==> config.mk <==
export PLATFORM = sky130hd
export DESIGN_NAME = vault_conflict_top
export DESIGN_NICKNAME = d
export VERILOG_FILES = /design/src/rtl/vq_pkg.sv /design/src/rtl/vq_ctrl.sv /design/src/rtl/vq_datapath.sv /design/src/rtl/vault_conflict_top.sv
export SDC_FILE = /design/constraint.sdc
export NUM_CORES = 1
export LEC_CHECK = 0
export ABC_AREA = 1
export BUFFER_PORTS_ARGS = -buffer_cell sky130_fd_sc_hd__buf_4
export CAP_MARGIN = 5
export CORE_ASPECT_RATIO = 1.5
export CORE_MARGIN = 1.5
export CORE_UTILIZATION = 60
export CTS_BUF_LIST = sky130_fd_sc_hd__clkbuf_8
export DETAILED_ROUTE_END_ITERATION = 8
export GPL_ROUTABILITY_DRIVEN = 0
export PLACE_DENSITY = 0.8
export SETUP_SLACK_MARGIN = 0.2
export SLEW_MARGIN = 20
export SYNTH_ARGS = -nofsm -noshare
export SYNTH_HDL_FRONTEND = slang
export SYNTH_SLANG_ARGS = --single-unit
==> constraint.sdc <==
create_clock -name clk -period 6.65 [get_ports clk]
set_clock_uncertainty 0.05 [all_clocks]
set_input_delay 0.3325 -clock clk [delete_from_list [all_inputs] [get_ports clk]]
set_output_delay 0.3325 -clock clk [all_outputs]
set_load 0.01 [all_outputs]
==> src/rtl/vq_pkg.sv <==
package vq_pkg;
  localparam int CYCLE_W = 64;

  // strobes from control to datapath
  typedef struct packed {
    logic doPush;
    logic doPop;
  } strobe_t;
endpackage

==> src/rtl/vq_ctrl.sv <==
module vq_ctrl #(
  parameter int DEPTH = 8,
  localparam int IDX_W = $clog2(DEPTH),
  localparam int CNT_W = $clog2(DEPTH + 1)
) (
  input  logic                      clk,
  input  logic                      rst_n,
  input  logic                      pushValid,
  input  logic                      popReq,
  output vq_pkg::strobe_t           stb,
  output logic [IDX_W-1:0]          headIdx,
  output logic [IDX_W-1:0]          tailIdx,
  output logic [CNT_W-1:0]          count,
  output logic                      full,
  output logic                      empty,
  output logic [vq_pkg::CYCLE_W-1:0] cycleCnt
);
  logic [IDX_W-1:0] headNext;
  logic [IDX_W-1:0] tailNext;

  assign full  = (count == CNT_W'(DEPTH));
  assign empty = (count == '0);

  always_comb begin
    stb.doPush = pushValid && !full;
    stb.doPop  = popReq && !empty;
  end

  assign headNext = (headIdx == IDX_W'(DEPTH - 1)) ? '0 : headIdx + 1'b1;
  assign tailNext = (tailIdx == IDX_W'(DEPTH - 1)) ? '0 : tailIdx + 1'b1;

  always_ff @(posedge clk) begin
    if (!rst_n) begin
      headIdx  <= '0;
      tailIdx  <= '0;
      count    <= '0;
      cycleCnt <= '0;
    end else begin
      cycleCnt <= cycleCnt + 1'b1;
      if (stb.doPush) tailIdx <= tailNext;
      if (stb.doPop)  headIdx <= headNext;
      case ({stb.doPush, stb.doPop})
        2'b10:   count <= count + 1'b1;
        2'b01:   count <= count - 1'b1;
        default: count <= count;
      endcase
    end
  end

  AST_COUNT_BOUND: assert property (@(posedge clk) disable iff (!rst_n)
    count <= CNT_W'(DEPTH));

  AST_NO_OVERFLOW: assert property (@(posedge clk) disable iff (!rst_n)
    (full && pushValid && !popReq) |=> (count == $past(count)));

  AST_NO_UNDERFLOW: assert property (@(posedge clk) disable iff (!rst_n)
    (empty && popReq && !pushValid) |=> empty);

  AST_CYCLE_STEP: assert property (@(posedge clk) disable iff (!rst_n)
    $past(rst_n) |-> (cycleCnt == $past(cycleCnt) + 1'b1));
endmodule

==> src/rtl/vq_datapath.sv <==
module vq_datapath #(
  parameter int DEPTH    = 8,
  parameter int WIN      = 4,
  parameter int ADDR_W   = 34,
  parameter int OFFSET_W = 4,
  parameter int VAULT_W  = 4,
  parameter int BANK_W   = 3,
  parameter int DEV_W    = 3,
  parameter int DEV_ID   = 1,
  parameter int VAULT_ID = 5,
  localparam int IDX_W    = $clog2(DEPTH),
  localparam int CNT_W    = $clog2(DEPTH + 1),
  localparam int POS_W    = $clog2(WIN),
  localparam int BANK_LSB = OFFSET_W + VAULT_W
) (
  input  logic                       clk,
  input  logic                       rst_n,
  input  vq_pkg::strobe_t            stb,
  input  logic [IDX_W-1:0]           headIdx,
  input  logic [IDX_W-1:0]           tailIdx,
  input  logic [CNT_W-1:0]           count,
  input  logic [vq_pkg::CYCLE_W-1:0] cycleCnt,
  input  logic [ADDR_W-1:0]          pushAddr,
  output logic [ADDR_W-1:0]          headAddr,
  output logic                       eventValid,
  output logic [WIN-1:0]             conflictVec,
  output logic [WIN*POS_W-1:0]       olderPos,
  output logic [DEV_W-1:0]           evDevice,
  output logic [VAULT_W-1:0]         evVault,
  output logic [vq_pkg::CYCLE_W-1:0] evCycle
);
  logic [DEPTH-1:0][ADDR_W-1:0] mem;
  logic [WIN-1:0]               winVld;
  logic [BANK_W-1:0]            winBank [WIN];
  logic [WIN-1:0]               flagC;
  logic [POS_W-1:0]             nearC   [WIN];
  logic [WIN*POS_W-1:0]         nearFlat;

  // storage: written only on a granted push
  always_ff @(posedge clk) begin
    if (!rst_n) begin
      mem <= '0;
    end else if (stb.doPush) begin
      mem[tailIdx] <= pushAddr;
    end
  end

  assign headAddr = mem[headIdx];

  // window extraction relative to the head
  for (genvar k = 0; k < WIN; k++) begin : g_win
    logic [IDX_W:0]   sum;
    logic [IDX_W-1:0] slot;
    assign sum  = {1'b0, headIdx} + (IDX_W + 1)'(k);
    assign slot = (sum >= (IDX_W + 1)'(DEPTH)) ? IDX_W'(sum - (IDX_W + 1)'(DEPTH))
                                                : sum[IDX_W-1:0];
    assign winVld[k]  = (CNT_W'(k) < count);
    assign winBank[k] = mem[slot][BANK_LSB +: BANK_W];
    assign nearFlat[k*POS_W +: POS_W] = nearC[k];
  end

  // pairwise compare: younger j against every older i
  always_comb begin
    for (int j = 0; j < WIN; j++) begin
      flagC[j] = 1'b0;
      nearC[j] = '0;
      for (int i = 0; i < j; i++) begin
        if (winVld[i] && winVld[j] && (winBank[i] == winBank[j])) begin
          flagC[j] = 1'b1;
          nearC[j] = POS_W'(i);
        end
      end
    end
  end

  always_ff @(posedge clk) begin
    if (!rst_n) begin
      conflictVec <= '0;
      olderPos    <= '0;
      eventValid  <= 1'b0;
      evDevice    <= '0;
      evVault     <= '0;
      evCycle     <= '0;
    end else begin
      conflictVec <= flagC;
      olderPos    <= nearFlat;
      eventValid  <= |flagC;
      evDevice    <= (|flagC) ? DEV_W'(DEV_ID) : '0;
      evVault     <= (|flagC) ? VAULT_W'(VAULT_ID) : '0;
      evCycle     <= cycleCnt;
    end
  end

  AST_HEAD_NEVER_FLAGGED: assert property (@(posedge clk) disable iff (!rst_n)
    !conflictVec[0]);

  AST_FLAG_NEEDS_PAIR: assert property (@(posedge clk) disable iff (!rst_n)
    (|conflictVec) |-> ($past(count) >= CNT_W'(2)));

  AST_EVENT_MATCHES_VEC: assert property (@(posedge clk) disable iff (!rst_n)
    eventValid |-> (conflictVec != '0));

  AST_QUEUE_UNTOUCHED: assert property (@(posedge clk) disable iff (!rst_n)
    !stb.doPush |=> $stable(mem));

  for (genvar q = 1; q < WIN; q++) begin : g_chk
    AST_OLDER_BELOW: assert property (@(posedge clk) disable iff (!rst_n)
      conflictVec[q] |-> (olderPos[q*POS_W +: POS_W] < POS_W'(q)));
    AST_FLAG_IN_RANGE: assert property (@(posedge clk) disable iff (!rst_n)
      conflictVec[q] |-> ($past(count) > CNT_W'(q)));
  end
endmodule

==> src/rtl/vault_conflict_top.sv <==
module vault_conflict_top #(
  parameter int DEPTH    = 8,
  parameter int WIN      = 4,
  parameter int ADDR_W   = 34,
  parameter int OFFSET_W = 4,
  parameter int VAULT_W  = 4,
  parameter int BANK_W   = 3,
  parameter int DEV_W    = 3,
  parameter int DEV_ID   = 1,
  parameter int VAULT_ID = 5,
  localparam int POS_W   = $clog2(WIN)
) (
  input  logic                       clk,
  input  logic                       rst_n,
  input  logic                       pushValid,
  input  logic [ADDR_W-1:0]          pushAddr,
  input  logic                       popReq,
  output logic                       full,
  output logic                       empty,
  output logic [ADDR_W-1:0]          headAddr,
  output logic                       eventValid,
  output logic [WIN-1:0]             conflictVec,
  output logic [WIN*POS_W-1:0]       olderPos,
  output logic [DEV_W-1:0]           evDevice,
  output logic [VAULT_W-1:0]         evVault,
  output logic [vq_pkg::CYCLE_W-1:0] evCycle
);
  localparam int IDX_W = $clog2(DEPTH);
  localparam int CNT_W = $clog2(DEPTH + 1);

  vq_pkg::strobe_t            stb;
  logic [IDX_W-1:0]           headIdx;
  logic [IDX_W-1:0]           tailIdx;
  logic [CNT_W-1:0]           count;
  logic [vq_pkg::CYCLE_W-1:0] cycleCnt;

  vq_ctrl #(.DEPTH(DEPTH)) u_ctrl (
    .clk(clk), .rst_n(rst_n), .pushValid(pushValid), .popReq(popReq),
    .stb(stb), .headIdx(headIdx), .tailIdx(tailIdx), .count(count),
    .full(full), .empty(empty), .cycleCnt(cycleCnt)
  );

  vq_datapath #(
    .DEPTH(DEPTH), .WIN(WIN), .ADDR_W(ADDR_W), .OFFSET_W(OFFSET_W),
    .VAULT_W(VAULT_W), .BANK_W(BANK_W), .DEV_W(DEV_W),
    .DEV_ID(DEV_ID), .VAULT_ID(VAULT_ID)
  ) u_dp (
    .clk(clk), .rst_n(rst_n), .stb(stb), .headIdx(headIdx), .tailIdx(tailIdx),
    .count(count), .cycleCnt(cycleCnt), .pushAddr(pushAddr), .headAddr(headAddr),
    .eventValid(eventValid), .conflictVec(conflictVec), .olderPos(olderPos),
    .evDevice(evDevice), .evVault(evVault), .evCycle(evCycle)
  );
endmodule

==> key figures, run 1 <==
Synthesis
  • Yosys warning total: 0
  • Synth top area share: approximately 44%
  • Synth unique cells: between 40 and 50
  • Ys async rst share: 0%
  • Yosys reg bits: 417
  • Cells after Synth: 2,751
  • Seq/Total Area, Yosys: between 40% and 50%
  • Synth area leader: dfxtp_1
  • Syn avg cell area: 6.83 µm²
  • EDFF count, synth: 0
  • Post-Syn Area: ~0.019 mm²
  • Ranking of synthesized cells by area: dfxtp_1 44%, nor2_1 12%, o21ai_0 11%
  • Main synth FF type: dfxtp_1

Clock network
  • CTS Buf Count: between 50 and 60
  • Num Clock Sinks: approximately 420
  • CTS Buffer Depth: 3
  • CTS tree: built
  • Clk Latency, worst-skew pair: between 600 and 700 ps
  • CTS root buffer: clkbuf_8
  • Hold Buf Count CTS: 34
  • PostCTS Resize Cnt: 0
  • H-tree levels: 2
  • Post-CTS Setup Bufs: 0
  • CTS clk-pin slew, worst paths: 70 ps

Floorplan
  • Die Y: about 220 µm
  • Row Count: 79
  • Starting density of the core: about three fifths
  • Die X: approximately 150 µm
  • Total core area: just over 0.03 mm²
  • Die footprint: 0.0324 mm²
  • I/O Pins: 158

Drt
  • Routed wl met3: just over 4 mm
  • Via density per instance: about 5.7
  • Initial DRC Count: 1,565
  • M1 wire length: 20.3 mm
  • Final WL: around 56 mm
  • Met2 wire len: ~28 mm
  • Drt drc: 0
  • Routed Antenna Nets: 0
  • Router iterations before antenna repair: 8
  • Routed len/inst: around 17 µm
  • Vias: roughly 19,000
  • Top routing layer used: met4

Timing
  • Final Hold Vio Count: 0
  • F_max: 0.257 GHz
  • Slew HR: between 20 and 30%
  • Slew @ Worst Pin: roughly 1100 ps
  • Fin crit share: roughly 58%
  • Unrepaired setup endpoints after global routing: no
  • Final WS setup: about 2800 ps
  • Setup violators final: 0
  • Fin. max-slew vios: 0
  • Crit path time final: about 3900 ps
  • Setup total negative slack: 0 ps

Cells and area
  • Antenna cells: 0
  • Multi-input logic area: 0.00876 mm²
  • Design Area, Final: 0.0215 mm²
  • Area Overhead vs Synth: 14.4%
  • Layout fillers: roughly 2,700
  • Most frequent cells in the layout: 603 x nor2_1, 433 x nand2_1, 416 x o21ai_0, 416 x dfxtp_1, 271 x inv_1
  • Share of cells above drive strength 1: about a tenth
  • FF/Latch Area: around 0.0084 mm²
  • Fin cells: about 3,300
  • NumNets Final: between 2,000 and 3,000
  • Commonest non-fill, non-tap cell in the layout: nor2_1

Placement
  • Placed Area: 0.0199 mm²
  • Post-place setup slack: between 3000 and 4000 ps
  • # placed instances: 3,166
  • DP HPWL: around 34 mm
  • Port buffer count: approximately 150

Worst setup path
  • Top fanout value on the critical path: just over 100
  • Crit path top cell by count: buf_4
  • Crit path required time: between 6000 and 7000 ps
  • Max stage delay on crit path: 880 ps
  • CP endpoint kind: output port
  • Slowest CP cell: buf_4
  • Cell chain of the critical path: inv_4, buf_4, o21ai_0, o2111ai_1, buf_4
  • CP arrival: between 3000 and 4000 ps
  • Critical path class: flop to output port
  • Startpoint types: flop

Power
  • Leakage power: approximately 9.2 nW
  • Max IR drop VDD: 0.262 mV
  • PwrDens: 317 mW/mm²

Status
  • Status: complete, no violations

Global routing
  • Final global-route overflow total: 0
  • Tot GR Track Use: roughly a third
  • Pin count of the biggest net entering global routing: between 200 and 250
  • Vias in the first global route: ~18,000
  • First-pass GRT wire length: between 80 and 90 mm
  • Initial antenna violation count: 0

Min path
  • Hold Path Class: input port to flop

Flow run
  • Max-cap violations: 0
## routing by layer
layer  global-route usage, %  vias to the layer above
met5                       0                        -
li1                        -                     9060
met3                    5.53                      234
met1                    36.9                     8586
met2                    60.5                      894
met4                    23.1                        0
## Yosys cell counts, types with 8 or more instances
cell type / number
nor3_1: 50
o21ai_0: 416
o22ai_1: 12
o221ai_1: 9
o21bai_1: 10
nand4_1: 29
or2_2: 8
a21oi_1: 168
inv_2: 10
o211ai_1: 9
ha_1: 11
nor2_2: 10
buf_4: 18
nand3_1: 73
nand2_1: 434
inv_1: 253
clkbuf_1: 105
o2111ai_1: 10
nor2_1: 603
dfxtp_1: 417
buf_2: 35
## critical path, delay by kind of cell, from the launching register on
family / cells / cell delay (ps)
flops: 1 / 460
compound gates: 2 / 580
buf+inv: 3 / 1690
## worst paths after layout
path                                       start                        endpoint  slack [ps]  cells after the start
setup / recovery  u_ctrl.headIdx[0]$_SDFFE_PN0P_                     headAddr[2]        2760                      5
hold / removal                            popReq  u_ctrl.headIdx[2]$_SDFFE_PN0P_         140                      3
setup reg to reg  u_ctrl.headIdx[1]$_SDFFE_PN0P_      u_dp.evVault[0]$_SDFF_PN0_        3160                     14
hold reg to reg       u_dp.mem[250]$_SDFFE_PN0P_      u_dp.mem[250]$_SDFFE_PN0P_         390                      2
## registers in the layout, summed over array words and instances, names as in the netlist
name,cells
u_dp.conflictVec,3
u_ctrl.tailIdx,3
u_ctrl.cycleCnt,64
u_ctrl.headIdx,3
u_dp.olderPos,3
u_dp.evVault,1
u_dp.mem,272
u_ctrl.count,4
u_dp.evCycle,64
## final cells by class
type / count / share of cell area (%)
clock buffer: 74 / 4.74
clock inverter: 36 / 1.30
inverter: 266 / 4.67
multi-input combinational: 1915 / 40.7
sequential: 417 / 38.8
tap: 405 / 2.36
timing repair buffer: 197 / 7.36
## kinds of logic (layout without fill, tap and decap cells)
family | after synthesis | count (layout) | synth area share, %
buffers and inverters | 428 | 573 | 9.17
AO/OA/AOI/OAI | 649 | 649 | 18.2
adder cells (fa/ha/maj) | 11 | 11 | 0.733
XOR/XNOR | 11 | 11 | 0.513
other | 1 | 10 | 0.0200
AND/OR/NAND/NOR | 1234 | 1234 | 26.9
flip-flops | 417 | 417 | 44.4
## through the flow
stage	hold slack (ps)	power [mW]	utilization [%]
2_1_floorplan	367	4.00	-
3_3_place_gp	379	4.61	64.2
3_5_place_dp	383	4.65	64.2
4_1_cts	127	6.82	69.5
5_1_grt	170	7.14	69.5
6_report	142	6.82	69.5
## power breakdown
part	total, mW	internal, mW	switching (mW)
combinational	1.95	0.650	1.30
clock	2.17	1.17	1.00
sequential	2.70	2.62	0.0818
total	6.82	4.43	2.39
Power figures use the tool's default switching activity.
==> run 2, diff against run 1 <==
--- a/config.mk
+++ b/config.mk
@@ -5,16 +5,16 @@
 export SDC_FILE = /design/constraint.sdc
 export NUM_CORES = 1
 export LEC_CHECK = 0
-export ABC_AREA = 1
+export ABC_AREA = 0
 export BUFFER_PORTS_ARGS = -buffer_cell sky130_fd_sc_hd__buf_4
 export CAP_MARGIN = 5
 export CORE_ASPECT_RATIO = 1.5
 export CORE_MARGIN = 1.5
-export CORE_UTILIZATION = 60
+export CORE_UTILIZATION = 56
 export CTS_BUF_LIST = sky130_fd_sc_hd__clkbuf_8
 export DETAILED_ROUTE_END_ITERATION = 8
 export GPL_ROUTABILITY_DRIVEN = 0
-export PLACE_DENSITY = 0.8
+export PLACE_DENSITY = 0.79
 export SETUP_SLACK_MARGIN = 0.2
 export SLEW_MARGIN = 20
 export SYNTH_ARGS = -nofsm -noshare
==> constraint.sdc (replaced) <==
create_clock -name clk -period 3.4 [get_ports clk]
set_clock_uncertainty 0.05 [all_clocks]
set_input_delay 0.17 -clock clk [delete_from_list [all_inputs] [get_ports clk]]
set_output_delay 0.17 -clock clk [all_outputs]
set_load 0.01 [all_outputs]
==> run 2 against run 1 <==
  * Sequential share of layout area increased by 2.2 points
  * Critical path depth down 1
  * Flip-flop and latch count did not move
  * Total power increased by 56%
  * Cell count down 23%
  * Core utilization down 3.9 points
  * Via count down 23%
  * Wire length fell by 20%
  * First-iteration DRC count decreased by 43%
  * Area after synthesis shrank 6.1%
  * Register-to-register slack got worse by 2600 ps
  * Critical path type unchanged
==> key figures, run 2 <==
Status
  • Status: complete, no violations (unchanged)

Cells and area
  • Layout fillers: 2,503 (was 2,668)
  • Final core occ: 65.6% (was 69.5%)
  • Share of cells above drive strength 1: 18.7% (was 10.5%)
  • Design Area, Final: 0.0204 mm² (was 0.0215 mm²)
  • Fin cells: 2,554 (was 3,310)
  • Max reg flops: 272 (unchanged)
  • NumNets Final: 2,157 (was 2,905)
  • Top Registers: u_dp.mem (272), u_ctrl.cycleCnt (64), u_dp.evCycle (64) (unchanged)
  • Area Overhead vs Synth: 15.4% (was 14.4%)
  • Top reg by flops: u_dp.mem (unchanged)
  • Most frequent cells in the layout: 586 x nand2_1, 414 x dfxtp_1, 290 x a21oi_1 (was 603 x nor2_1, 433 x nand2_1, 416 x o21ai_0, 416 x dfxtp_1, 271 x inv_1)
  • Commonest non-fill, non-tap cell in the layout: nand2_1 (was nor2_1)

Worst setup path
  • Reg2Reg Launch Point: u_ctrl.headIdx[0]$_SDFFE_PN0P_ (was u_ctrl.headIdx[1]$_SDFFE_PN0P_)
  • Reg-to-reg slack, setup: 610 ps (was 3160 ps)
  • FF-to-FF path depth: 6 (was 14)
  • Crit path top cell by count: buf_4 (unchanged)
  • CP endpoint kind: output port (unchanged)
  • Cell chain of the critical path: buf_4, mux4_2, mux2_2, buf_4 (was inv_4, buf_4, o21ai_0, o2111ai_1, buf_4)
  • Top fanout value on the critical path: 42 (was 103)
  • Slowest CP cell: buf_4 (unchanged)
  • Critical path class: flop to output port (unchanged)
  • CP bufs+invs: 2 (was 3)
  • Critical path origin: u_ctrl.headIdx[0]$_SDFFE_PN0P_ (unchanged)
  • Crit path required time: 3180 ps (was 6270 ps)
  • CP arrival: 2710 ps (was 3500 ps)
  • Crit. path cell count: 4 (was 5)
  • Top Family by Delay on Critical Path: multiplexers (was buffers and inverters)
  • Startpoint types: flop (unchanged)
  • Critical R2R Capture: u_dp.olderPos[6]$_SDFF_PP0_ (was u_dp.evVault[0]$_SDFF_PN0_)
  • Max stage delay on crit path: 600 ps (was 880 ps)

Synthesis
  • Synth top area share: 47.3% (was 44.4%)
  • Yosys warning total: 0 (unchanged)
  • Synth area leader: dfxtp_1 (unchanged)
  • Cells after Synth: 1,994 (was 2,751)
  • Post-Syn Area: 0.0176 mm² (was 0.0188 mm²)
  • Synth unique cells: 51 (was 47)
  • Ranking of synthesized cells by area: dfxtp_1 47%, nand2_1 12%, mux4_2 9.2% (was dfxtp_1 44%, nor2_1 12%, o21ai_0 11%)
  • Yosys reg bits: 417 (unchanged)
  • Top-count cell post-synth: nand2_1 (was nor2_1)
  • Seq/Total Area, Yosys: 47.3% (was 44.4%)
  • EDFF count, synth: 0 (unchanged)
  • Main synth FF type: dfxtp_1 (unchanged)
  • Commonest cells in the netlist: 586 x nand2_1, 417 x dfxtp_1, 290 x a21oi_1 (was 603 x nor2_1, 434 x nand2_1, 417 x dfxtp_1)
  • Syn avg cell area: 8.85 µm² (was 6.83 µm²)
  • Ys async rst share: 0% (unchanged)

Clock network
  • CTS tree: built (unchanged)
  • Post-CTS Setup Bufs: 0 (unchanged)
  • Num Clock Sinks: 417 (unchanged)
  • Clk Latency, worst-skew pair: 640 ps (was 650 ps)
  • CTS Buf Count: 59 (unchanged)
  • CTS root buffer: clkbuf_8 (unchanged)
  • H-tree levels: 2 (unchanged)
  • CTS clk-pin slew, worst paths: 70 ps (about the same)
  • CTS Buffer Depth: 3 (unchanged)

Floorplan
  • Row Count: 79 (unchanged)
  • Total core area: 0.0310 mm² (was 0.0309 mm²)
  • Starting density of the core: 56.8% (was 60.7%)
  • I/O Pins: 158 (unchanged)
  • Die X: 148 µm (was 147 µm)
  • Die footprint: 0.0326 mm² (was 0.0324 mm²)
  • Die Y: 220 µm (about the same)

Timing
  • F_max: ~0.34 GHz
  • Unrepaired setup endpoints after global routing: no (unchanged)
  • Slew HR: 27.6% (was 28.3%)
  • Fin crit share: 86.1%
  • Final WS setup: 472 ps (was 2760 ps)
  • Setup violators final: 0 (unchanged)
  • Final Hold Vio Count: 0 (unchanged)
  • Crit path time final: roughly 2900 ps
  • Min Hold Slack: 319 ps (was 142 ps)
  • Slew @ Worst Pin: 1090 ps (was 1080 ps)
  • Fin. max-slew vios: 0 (unchanged)
  • Setup total negative slack: 0 ps (unchanged)

Power
  • Max IR drop VDD: 0.449 mV (was 0.262 mV)
  • Leakage power: 7.32 nW (was 9.19 nW)
  • Total power: 10.6 mW (was 6.82 mW)
  • PwrDens: 522 mW/mm² (was 317 mW/mm²)

Placement
  • Port buffer count: 147 (unchanged)
  • # placed instances: 2,415 (was 3,166)
  • Placed Area: 0.0188 mm² (was 0.0199 mm²)
  • DP HPWL: 26.8 mm (was 33.9 mm)
  • Post-place setup slack: 632 ps (was 3270 ps)

Min path
  • Hold Path Class: input port to flop (unchanged)
  • Hold wc startpoint: pushAddr[18] (was popReq)
  • Hold Path Sink: u_dp.mem[188]$_SDFFE_PN0P_ (was u_ctrl.headIdx[2]$_SDFFE_PN0P_)
  • Hold depth: 4 (was 3)

Drt
  • Initial DRC Count: 897 (was 1,565)
  • Via density per instance: 5.64 (was 5.67)
  • Routed wl met3: 3.21 mm (was 4.12 mm)
  • Routed len/inst: 17.4 µm (was 16.8 µm)
  • Final WL: 44.6 mm (was 55.8 mm)
  • M1 wire length: 17.0 mm (was 20.3 mm)
  • Vias: 14,400 (was 18,800)
  • Top routing layer used: met4 (unchanged)
  • Router iterations before antenna repair: 5 (was 8)
  • Routed Antenna Nets: 0 (unchanged)
  • Met2 wire len: 22.8 mm (was 27.8 mm)
  • Drt drc: 0 (unchanged)

Global routing
  • Pin count of the biggest net entering global routing: 194 (was 240)
  • Initial antenna violation count: 2 (was 0)
  • Tot GR Track Use: 27.2% (was 34.0%)
  • First-pass GRT wire length: 71.3 mm (was 88.2 mm)
  • Final global-route overflow total: 0 (unchanged)
  • Vias in the first global route: 14,300 (was 17,700)

Flow run
  • Max-cap violations: 0 (unchanged)
## run 2: cell families after synthesis
family,after synthesis,synth area share [%]
and+or+nand+nor,857,21.5
DFF,417,47.3
AOI/OAI and AO/OA,307,8.75
buffers and inverters,200,5.19
muxes,127,12.7
xor gates and xnor gates,74,3.72
adders and majority gates,11,0.780
other,1,0.0213
## run 2: routing by layer
layer	vias up	global-route usage (%)
met5	-	0
met4	0	13.3
met3	124	4.14
met2	597	48.7
met1	6851	31.9
li1	6844	-
## run 2: layout make-up
type,count,area (µm²),area share (%)
clock buffers,70,963,4.73
clock inverters,30,170,0.836
diodes,2,5.00,0.0246
well taps,405,507,2.49
flip-flops and latches,417,8350,41.0
repair buffers,220,1790,8.77
inverters,24,97.6,0.479
multi-input cells,1386,8470,41.6
## run 2: worst max-delay path by stage
stage                                              to
after floorplan           u_dp.olderPos[6]$_SDFF_PP0_
after global placement    u_dp.olderPos[6]$_SDFF_PP0_
after detailed placement  u_dp.olderPos[6]$_SDFF_PP0_
after CTS                                headAddr[31]
after global routing                      headAddr[8]
final                                    headAddr[14]
## run 2: power breakdown
group | switching, mW | internal (mW)
Combinational | 0.952 | 0.753
Clock | 1.87 | 1.94
Sequential | 0.0952 | 5.02
## run 2: worst register-to-register path, cell delays in order, from the launching register on
cell and delay, ps:
dfxtp_4 380, buf_4 600, mux2i_1 210, mux4_1 630
xor2_1 190, or4_4 530, a21oi_1 120
## run 2: what timing repair did
action,4_1_cts,5_1_grt
hold buffers,37,0
gates resized for setup,0,1
hold endpoints to repair,276,0
setup endpoints to repair,0,3
